$ cat src/rtl/eca_pkg.sv
// Shared types for the rule dispatcher.
// Assumes: the action code occupies two bits of each rule word.
package eca_pkg;
    typedef enum logic [1:0] {
        OP_LOAD  = 2'd0,
        OP_STORE = 2'd1,
        OP_MOVE  = 2'd2,
        OP_NONE  = 2'd3
    } eca_op_e;
endpackage

$ cat src/rtl/eca_queue.sv
// Token FIFO for one event queue.
// Allows a push and a pop in the same cycle. A pop of an empty queue and a push
// into a full queue without a pop are ignored; callers keep to the limits.
module eca_queue #(
    parameter int DW    = 16,
    parameter int DEPTH = 4,
    localparam int AW   = (DEPTH > 1) ? $clog2(DEPTH) : 1,
    localparam int CW   = $clog2(DEPTH + 1)
) (
    input  logic          clk,
    input  logic          rst_n,
    input  logic          push,
    input  logic [DW-1:0] push_data,
    input  logic          pop,
    output logic [DW-1:0] head,
    output logic [CW-1:0] count
);
    logic [DW-1:0] store_q [DEPTH];
    logic [AW-1:0] rd_ptr, wr_ptr;
    logic          do_pop, do_push;

    function automatic logic [AW-1:0] next_ptr(input logic [AW-1:0] p);
        return (p == AW'(DEPTH - 1)) ? '0 : p + AW'(1);
    endfunction

    // Qualify the requests against the current fill level.
    always_comb begin
        do_pop  = pop && (count != '0);
        do_push = push && ((count != CW'(DEPTH)) || do_pop);
    end

    // Pointer and fill-level bookkeeping.
    always_ff @(posedge clk) begin
        if (!rst_n) begin
            rd_ptr <= '0;
            wr_ptr <= '0;
            count  <= '0;
        end else begin
            if (do_pop)  rd_ptr <= next_ptr(rd_ptr);
            if (do_push) wr_ptr <= next_ptr(wr_ptr);
            case ({do_push, do_pop})
                2'b10:   count <= count + CW'(1);
                2'b01:   count <= count - CW'(1);
                default: count <= count;
            endcase
        end
    end

    // Token storage, written without reset.
    always_ff @(posedge clk) begin
        if (do_push) store_q[wr_ptr] <= push_data;
    end

    assign head = store_q[rd_ptr];
endmodule

$ cat src/rtl/eca_rule_slot.sv
// Decodes one rule word and decides whether that rule is ready to fire.
// Assumes NQ is a power of two, so every queue field indexes a real queue.
// A rule is ready when its triggers hold tokens and, if its condition holds,
// the resources for its action are free. A false condition needs no resource.
module eca_rule_slot
    import eca_pkg::*;
#(
    parameter int NQ = 8,
    parameter int DW = 16,
    localparam int QW = $clog2(NQ),
    localparam int RW = 5 + 3 * QW
) (
    input  logic [RW-1:0]    rule,
    input  logic [NQ-1:0]    q_nempty,
    input  logic [NQ-1:0]    q_room,
    input  logic [NQ-1:0]    q_mv_room,
    input  logic [NQ*DW-1:0] q_heads,
    input  logic             req_free,
    output logic             ready,
    output eca_op_e          op,
    output logic [QW-1:0]    src_a,
    output logic [QW-1:0]    src_b,
    output logic [QW-1:0]    dst,
    output logic             need_b,
    output logic             cond_ok
);
    logic          valid, use_b, cond_en, trig_ok, res_ok;
    logic [DW-1:0] head_b;

    // Field extraction from the rule word.
    always_comb begin
        valid   = rule[0];
        op      = eca_op_e'(rule[2:1]);
        src_a   = rule[3 +: QW];
        src_b   = rule[3 + QW +: QW];
        use_b   = rule[3 + 2 * QW];
        dst     = rule[4 + 2 * QW +: QW];
        cond_en = rule[4 + 3 * QW];
    end

    // Trigger conjunction and condition test on the second queue's head.
    always_comb begin
        need_b  = use_b || (op == OP_STORE);
        head_b  = q_heads[src_b * DW +: DW];
        trig_ok = q_nempty[src_a] && (!need_b || q_nempty[src_b]);
        cond_ok = !(cond_en && need_b) || (head_b != '0);
    end

    // Resource check for the action that would run.
    always_comb begin
        case (op)
            OP_LOAD:  res_ok = !cond_ok || (q_room[dst] && req_free);
            OP_STORE: res_ok = !cond_ok || req_free;
            OP_MOVE:  res_ok = !cond_ok || q_mv_room[dst];
            default:  res_ok = 1'b0;
        endcase
        ready = valid && (op != OP_NONE) && trig_ok && res_ok;
    end
endmodule

$ cat src/rtl/eca_prio_pick.sv
// Fixed-priority picker: reports the lowest set bit of a request vector.
module eca_prio_pick #(
    parameter int N   = 8,
    localparam int IW = (N > 1) ? $clog2(N) : 1
) (
    input  logic [N-1:0]  req,
    output logic          valid,
    output logic [IW-1:0] idx
);
    // Scan from the top so the lowest index is written last.
    always_comb begin
        idx = '0;
        for (int i = N - 1; i >= 0; i--) begin
            if (req[i]) idx = IW'(i);
        end
        valid = |req;
    end
endmodule

$ cat src/rtl/eca_dispatch.sv
// Event-condition-action dispatcher: queues, rule slots, picker, request port.
// Assumes: outside pushes target only queues that no rule writes into and no
// load returns to; outside pops target only queues that no rule reads; within a
// rule, A, B and the destination are distinct queues; responses carry tags of
// queues holding a reservation. The rule table changes only while idle.
module eca_dispatch
    import eca_pkg::*;
#(
    parameter int NQ    = 8,
    parameter int NR    = 8,
    parameter int DEPTH = 4,
    parameter int DW    = 16,
    localparam int QW   = $clog2(NQ),
    localparam int RW   = 5 + 3 * QW,
    localparam int RIW  = (NR > 1) ? $clog2(NR) : 1,
    localparam int CW   = $clog2(DEPTH + 1)
) (
    input  logic             clk,
    input  logic             rst_n,
    input  logic [NR*RW-1:0] rule_cfg,
    input  logic [NQ-1:0]    ext_push,
    input  logic [NQ*DW-1:0] ext_push_data,
    input  logic [NQ-1:0]    ext_pop,
    output logic [NQ*DW-1:0] q_head,
    output logic [NQ-1:0]    q_nempty,
    output logic [NQ-1:0]    q_full,
    output logic             mem_req_valid,
    input  logic             mem_req_ready,
    output logic             mem_req_we,
    output logic [DW-1:0]    mem_req_addr,
    output logic [DW-1:0]    mem_req_wdata,
    output logic [QW-1:0]    mem_req_tag,
    input  logic             mem_rsp_valid,
    input  logic [QW-1:0]    mem_rsp_tag,
    input  logic [DW-1:0]    mem_rsp_data,
    output logic             fire_valid,
    output logic [RIW-1:0]   fire_idx,
    output logic             fire_act,
    output logic             idle
);
    logic [CW-1:0] q_cnt [NQ];
    logic [CW-1:0] resv  [NQ];
    logic [DW-1:0] q_hd  [NQ];
    logic [NQ-1:0] q_room, q_mv_room, rsp_hit, q_pop, q_push;
    logic [DW-1:0] q_wdata [NQ];

    logic [NR-1:0] rule_rdy;
    eca_op_e       r_op    [NR];
    logic [QW-1:0] r_a     [NR];
    logic [QW-1:0] r_b     [NR];
    logic [QW-1:0] r_dst   [NR];
    logic          r_needb [NR];
    logic          r_cond  [NR];

    eca_op_e       s_op;
    logic [QW-1:0] s_a, s_b, s_dst;
    logic          s_needb, s_cond;
    logic          req_free, fire_mem, fire_load, fire_move, resv_any;

    // Queues and their occupancy-derived flags.
    for (genvar q = 0; q < NQ; q++) begin : g_q
        eca_queue #(.DW(DW), .DEPTH(DEPTH)) u_queue (
            .clk       (clk),
            .rst_n     (rst_n),
            .push      (q_push[q]),
            .push_data (q_wdata[q]),
            .pop       (q_pop[q]),
            .head      (q_hd[q]),
            .count     (q_cnt[q])
        );
        assign q_head[q*DW +: DW] = q_hd[q];
        assign q_nempty[q] = (q_cnt[q] != '0);
        assign q_full[q]   = ({1'b0, q_cnt[q]} + {1'b0, resv[q]}) >= (CW + 1)'(DEPTH);
        assign rsp_hit[q]  = mem_rsp_valid && (mem_rsp_tag == QW'(q));
        assign q_room[q]    = !q_full[q];
        assign q_mv_room[q] = !q_full[q] && !rsp_hit[q];
    end

    // Rule slots, one per table entry.
    for (genvar r = 0; r < NR; r++) begin : g_rule
        eca_rule_slot #(.NQ(NQ), .DW(DW)) u_slot (
            .rule      (rule_cfg[r*RW +: RW]),
            .q_nempty  (q_nempty),
            .q_room    (q_room),
            .q_mv_room (q_mv_room),
            .q_heads   (q_head),
            .req_free  (req_free),
            .ready     (rule_rdy[r]),
            .op        (r_op[r]),
            .src_a     (r_a[r]),
            .src_b     (r_b[r]),
            .dst       (r_dst[r]),
            .need_b    (r_needb[r]),
            .cond_ok   (r_cond[r])
        );
    end

    eca_prio_pick #(.N(NR)) u_pick (
        .req   (rule_rdy),
        .valid (fire_valid),
        .idx   (fire_idx)
    );

    // Fields of the winning rule and the kind of work it starts.
    always_comb begin
        s_op      = r_op[fire_idx];
        s_a       = r_a[fire_idx];
        s_b       = r_b[fire_idx];
        s_dst     = r_dst[fire_idx];
        s_needb   = r_needb[fire_idx];
        s_cond    = r_cond[fire_idx];
        fire_act  = fire_valid && s_cond;
        fire_load = fire_act && (s_op == OP_LOAD);
        fire_move = fire_act && (s_op == OP_MOVE);
        fire_mem  = fire_load || (fire_act && (s_op == OP_STORE));
        req_free  = !mem_req_valid || mem_req_ready;
    end

    // Per-queue pop and push steering; a response wins the write port.
    for (genvar q = 0; q < NQ; q++) begin : g_steer
        logic mv_hit;
        assign mv_hit   = fire_move && (s_dst == QW'(q));
        assign q_pop[q] = ext_pop[q]
                        || (fire_valid && (s_a == QW'(q)))
                        || (fire_valid && s_needb && (s_b == QW'(q)));
        assign q_push[q]  = rsp_hit[q] || mv_hit || ext_push[q];
        assign q_wdata[q] = rsp_hit[q] ? mem_rsp_data
                          : mv_hit     ? q_hd[s_a]
                          :              ext_push_data[q*DW +: DW];

        // Reservation count: up on a load issued here, down on its return.
        always_ff @(posedge clk) begin
            if (!rst_n) begin
                resv[q] <= '0;
            end else begin
                resv[q] <= resv[q]
                         + CW'(fire_load && (s_dst == QW'(q)))
                         - CW'(rsp_hit[q]);
            end
        end
    end

    // Request register toward memory, held while the memory stalls.
    always_ff @(posedge clk) begin
        if (!rst_n) begin
            mem_req_valid <= 1'b0;
            mem_req_we    <= 1'b0;
            mem_req_addr  <= '0;
            mem_req_wdata <= '0;
            mem_req_tag   <= '0;
        end else if (fire_mem) begin
            mem_req_valid <= 1'b1;
            mem_req_we    <= (s_op == OP_STORE);
            mem_req_addr  <= q_hd[s_a];
            mem_req_wdata <= (s_op == OP_STORE) ? q_hd[s_b] : '0;
            mem_req_tag   <= s_dst;
        end else if (mem_req_ready) begin
            mem_req_valid <= 1'b0;
        end
    end

    // Quiescence: nothing ready, nothing reserved, nothing pending.
    always_comb begin
        resv_any = 1'b0;
        for (int q = 0; q < NQ; q++) resv_any = resv_any || (resv[q] != '0);
        idle = !fire_valid && !resv_any && !mem_req_valid;
    end
endmodule

$ cat config.mk
export PLATFORM = sky130hd
export DESIGN_NAME = eca_dispatch
export DESIGN_NICKNAME = d
export VERILOG_FILES = /design/src/rtl/eca_pkg.sv /design/src/rtl/eca_queue.sv /design/src/rtl/eca_rule_slot.sv /design/src/rtl/eca_prio_pick.sv /design/src/rtl/eca_dispatch.sv
export SDC_FILE = /design/constraint.sdc
export NUM_CORES = 1
export LEC_CHECK = 0
export BUFFER_PORTS_ARGS = -buffer_cell sky130_fd_sc_hd__clkbuf_2
export CAP_MARGIN = 20
export CORE_MARGIN = 1
export CORE_UTILIZATION = 30
export DETAILED_ROUTE_END_ITERATION = 10
export PLACE_DENSITY = 0.57
export SKIP_LAST_GASP = 1
export SLEW_MARGIN = 30
export SYNTH_ARGS = -nofsm -noshare
export SYNTH_HDL_FRONTEND = slang
export SYNTH_HIERARCHICAL = 1
export SYNTH_SLANG_ARGS = --single-unit
$ cat constraint.sdc
create_clock -name clk -period 7.7 [get_ports clk]
set_input_delay 1.54 -clock clk [delete_from_list [all_inputs] [get_ports clk]]
set_output_delay 1.54 -clock clk [all_outputs]
set_load 0.1 [all_outputs]
==> impl_metrics.env <==
export IMPL_wl_per_cell_um=33.8
export IMPL_grt_use_met3_pct=8.46
export IMPL_arrival_ns=5.97
export IMPL_vias=32700
export IMPL_fp_dieH_um=360
export IMPL_syn_area_per_cell_um2=12.5
export IMPL_cp_required_ns=6.16
export IMPL_htree_levels=3
export IMPL_cts_setup_buffers=0
export IMPL_status="completed"
export IMPL_synth_cell_type_count=77
export IMPL_finish_utilization_pct=37.0
export IMPL_clkSlewWorstSetupHoldPaths_ns=0.06
export IMPL_slew_headroom_pct=35.8
export IMPL_fin_skew_ns=0.0473
export IMPL_clock_sinks=645
export IMPL_root_buffer="clkbuf_16"
export IMPL_cp_start_kind="flip-flop"
export IMPL_initial_core_util_pct=30.4
export IMPL_cp_top_family="simple AND/OR/NAND/NOR gates"
export IMPL_antenna_found_initial=30
export IMPL_drv_slew=0
export IMPL_grt_busiest_layer="met2"
export IMPL_grt_max_degree=74
export IMPL_synth_nets=3458
export IMPL_layout_min_cycle_time_ns=7.51
export IMPL_grt_pass1_vias=30300
export IMPL_gp_congestion=1.04
export IMPL_maxCapViolCount=0
export IMPL_drtAntennaViolNets=0
export IMPL_drc=0
export IMPL_numPortBuffers=465
export IMPL_routed_wl_mm=182
export IMPL_coreArea_um2=126000
export IMPL_hold_slack_ns=0.440
export IMPL_grt_use_total_pct=27.3
export IMPL_cp_num_buf_inv=5
export IMPL_drtIter0Drc=4871
export IMPL_syn_to_final_growth_pct=21.8
export IMPL_cts_path_max_buffers=3
export IMPL_grt_ovfl_total=0
export IMPL_grt_pass1_wl_mm=247
export IMPL_hold_class="reg2reg"
export IMPL_ys_flop_type="edfxtp_1"
export IMPL_end_kind="output pin"
export IMPL_dp_hpwl_mm=143
export IMPL_die_area_um2=130000
export IMPL_syn_area_um2=38400
export IMPL_io_pins=466
export IMPL_clk_insertion_delay_late_ns=0.65
export IMPL_synth_warnings=6
export IMPL_hold_violations=0
export IMPL_critical_path_max_stage_delay_ns=0.67
export IMPL_nFillCells=12300
export IMPL_synth_edf_count=512
export IMPL_use_met2_pct=40.6
export IMPL_finalSetupViolCount=0
export IMPL_synth_async_sr_flop_share_pct=0
export IMPL_floorplan_rows=130
export IMPL_critical_path_class="reg2out"
export IMPL_die_x_um=360
export IMPL_max_freq_ghz=0.133
export IMPL_syn_inst=3067
export IMPL_yosysSeqAreaShare_pct=46.9
export IMPL_avgViaCountPerCell=6.06
export IMPL_layout_drive_gt1_share_pct=35.4
export IMPL_crit_path_max_fanout=20
export IMPL_cts_buffers=71
export IMPL_ys_ff_latch=645
export IMPL_worst_pin_slew_ns=0.963
export IMPL_use_met1_pct=35.5
export IMPL_first_pass_iters=6
export IMPL_cts_tree="done"
export IMPL_path_cells="buf_12 -> mux4_2 -> buf_4 -> nor4_1 -> nand4_1 -> nor4_1 -> nor4_1 -> a211o_1 -> a221oi_2 -> o21ai_0 -> a21boi_4 -> buf_12 -> buf_4 -> mux4_2 -> mux2i_1 -> nor2_2 -> buf_12"
export IMPL_num_nets_final=4060
export IMPL_crit_slowest_cell="mux4_2"
export IMPL_post_route_period_util_pct=97.5
kinds of logic (layout without fill, tap and decap cells):
logic type,Yosys count,in the layout,synth area share [%]
AND/OR/NAND/NOR,1119,1119,15.7
adder cells (fa/ha/maj),112,112,3.96
multiplexers,403,403,19.0
AO/OA/AOI/OAI,396,396,8.52
XOR/XNOR,32,32,0.729
flip-flops,645,645,46.9
other,0,20,0
buffers and inverters,360,1019,5.17
repair_timing:
action,in CTS,in global routing
hold buffers,0,0
endpoints found under the setup margin,0,41
resized for setup,0,6
worst reg2reg max path, cell delays in order (launching register included):
cell and delay (ns):
dfxtp_1 0.36, buf_12 0.20, mux4_2 0.67, buf_4 0.24, nor4_1 0.39, nand4_1 0.15, nor4_1 0.59, nor4_1 0.11
a211o_1 0.39, a221oi_2 0.35, o21ai_0 0.26, a21boi_4 0.26, buf_12 0.20, mux2i_1 0.25, nor2b_1 0.27, mux4_2 0.29
nand3_1 0.15, nor2_1 0.39, or3_1 0.35, o41a_1 0.22, buf_4 0.14, and2_1 0.74
synthesized netlist by cell type (45+ instances only):
library cell / n / share of area (%)
buf_4: 93 / 1.8
nor4_1: 198 / 3.2
nor2_1: 193 / 1.9
o211ai_2: 62 / 2.0
mux4_2: 229 / 13
inv_1: 115 / 1.1
buf_2: 45 / 0.59
nor3_1: 55 / 0.72
ha_1: 96 / 3.1
clkbuf_1: 57 / 0.56
dfxtp_1: 133 / 6.9
mux2i_1: 107 / 2.8
edfxtp_1: 512 / 40
nand3_1: 116 / 1.5
nand2_1: 231 / 2.3
and2_1: 70 / 1.1
nand4_1: 69 / 1.1
per-stage QoR:
stage	setup WS [ns]	std cells	cell area (um^2)	setup TNS (ns)
floorplan	-0.0617	3067	38600	-0.357
global placement	-0.277	5245	44300	-29.48
detailed placement	0.0548	5246	44300	0
CTS	0.0162	5376	46700	0
global route	-0.00769	5390	46800	-0.00769
finish	0.193	5396	46800	0
routing by layer:
metal,up-vias,routed length (um)
met5,-,67
met4,10,10800
met3,474,23200
met2,2373,79100
met1,16500,69200
li1,13400,-
registers in the layout (all words and copies together) (netlist names), 3 cells and up, named ones only:
name / count
g_q.u_queue/store_q: 512
g_q.u_queue/count: 24
resv: 24
g_q.u_queue/rd_ptr: 16
g_q.u_queue/wr_ptr: 16
mem_req_addr: 16
mem_req_wdata: 16
mem_req_tag: 3
cell usage in the layout (no fill, tap or decap), types with 96 or more instances in the layout:
| cell type | count |
|---|---|
| buf_4 | 270 |
| clkbuf_2 | 459 |
| inv_1 | 115 |
| mux2i_1 | 106 |
| dfxtp_1 | 133 |
| nand2_1 | 230 |
| ha_1 | 96 |
| nand3_1 | 116 |
| mux4_2 | 229 |
| nor4_1 | 192 |
| nor2_1 | 183 |
| edfxtp_1 | 512 |
layout make-up:
class                           instances  area [um^2]  area share [%]
Tap cell                             1650         2060            4.41
Inverter                              115          432           0.923
Timing Repair Buffer                  774         5230            11.2
Clock buffer                           85         1840            3.93
Multi-Input combinational cell       2062        18600            39.8
Antenna cell                           20         50.0           0.107
Clock inverter                         45          532            1.14
Sequential cell                       645        18000            38.6
final timing paths:
path / from / end / slack (ns) / cells past startpoint
worst min register to register: mem_req_wdata[13]$_SDFFE_PN0P_ / mem_req_wdata[13]$_SDFFE_PN0P_ / 0.44 / 2
worst min-delay path: mem_req_wdata[13]$_SDFFE_PN0P_ / mem_req_wdata[13]$_SDFFE_PN0P_ / 0.44 / 2
worst max-delay path: flip-flop / fire_act / 0.19 / 17
worst max register to register: flip-flop / g_q[7].u_queue/store_q[0][14]$_DFFE_PP_ / 0.30 / 21
Power is left out: the tool's default activity adds up to more than one toggle a clock period on the data nets, which glitch-free logic cannot reach.
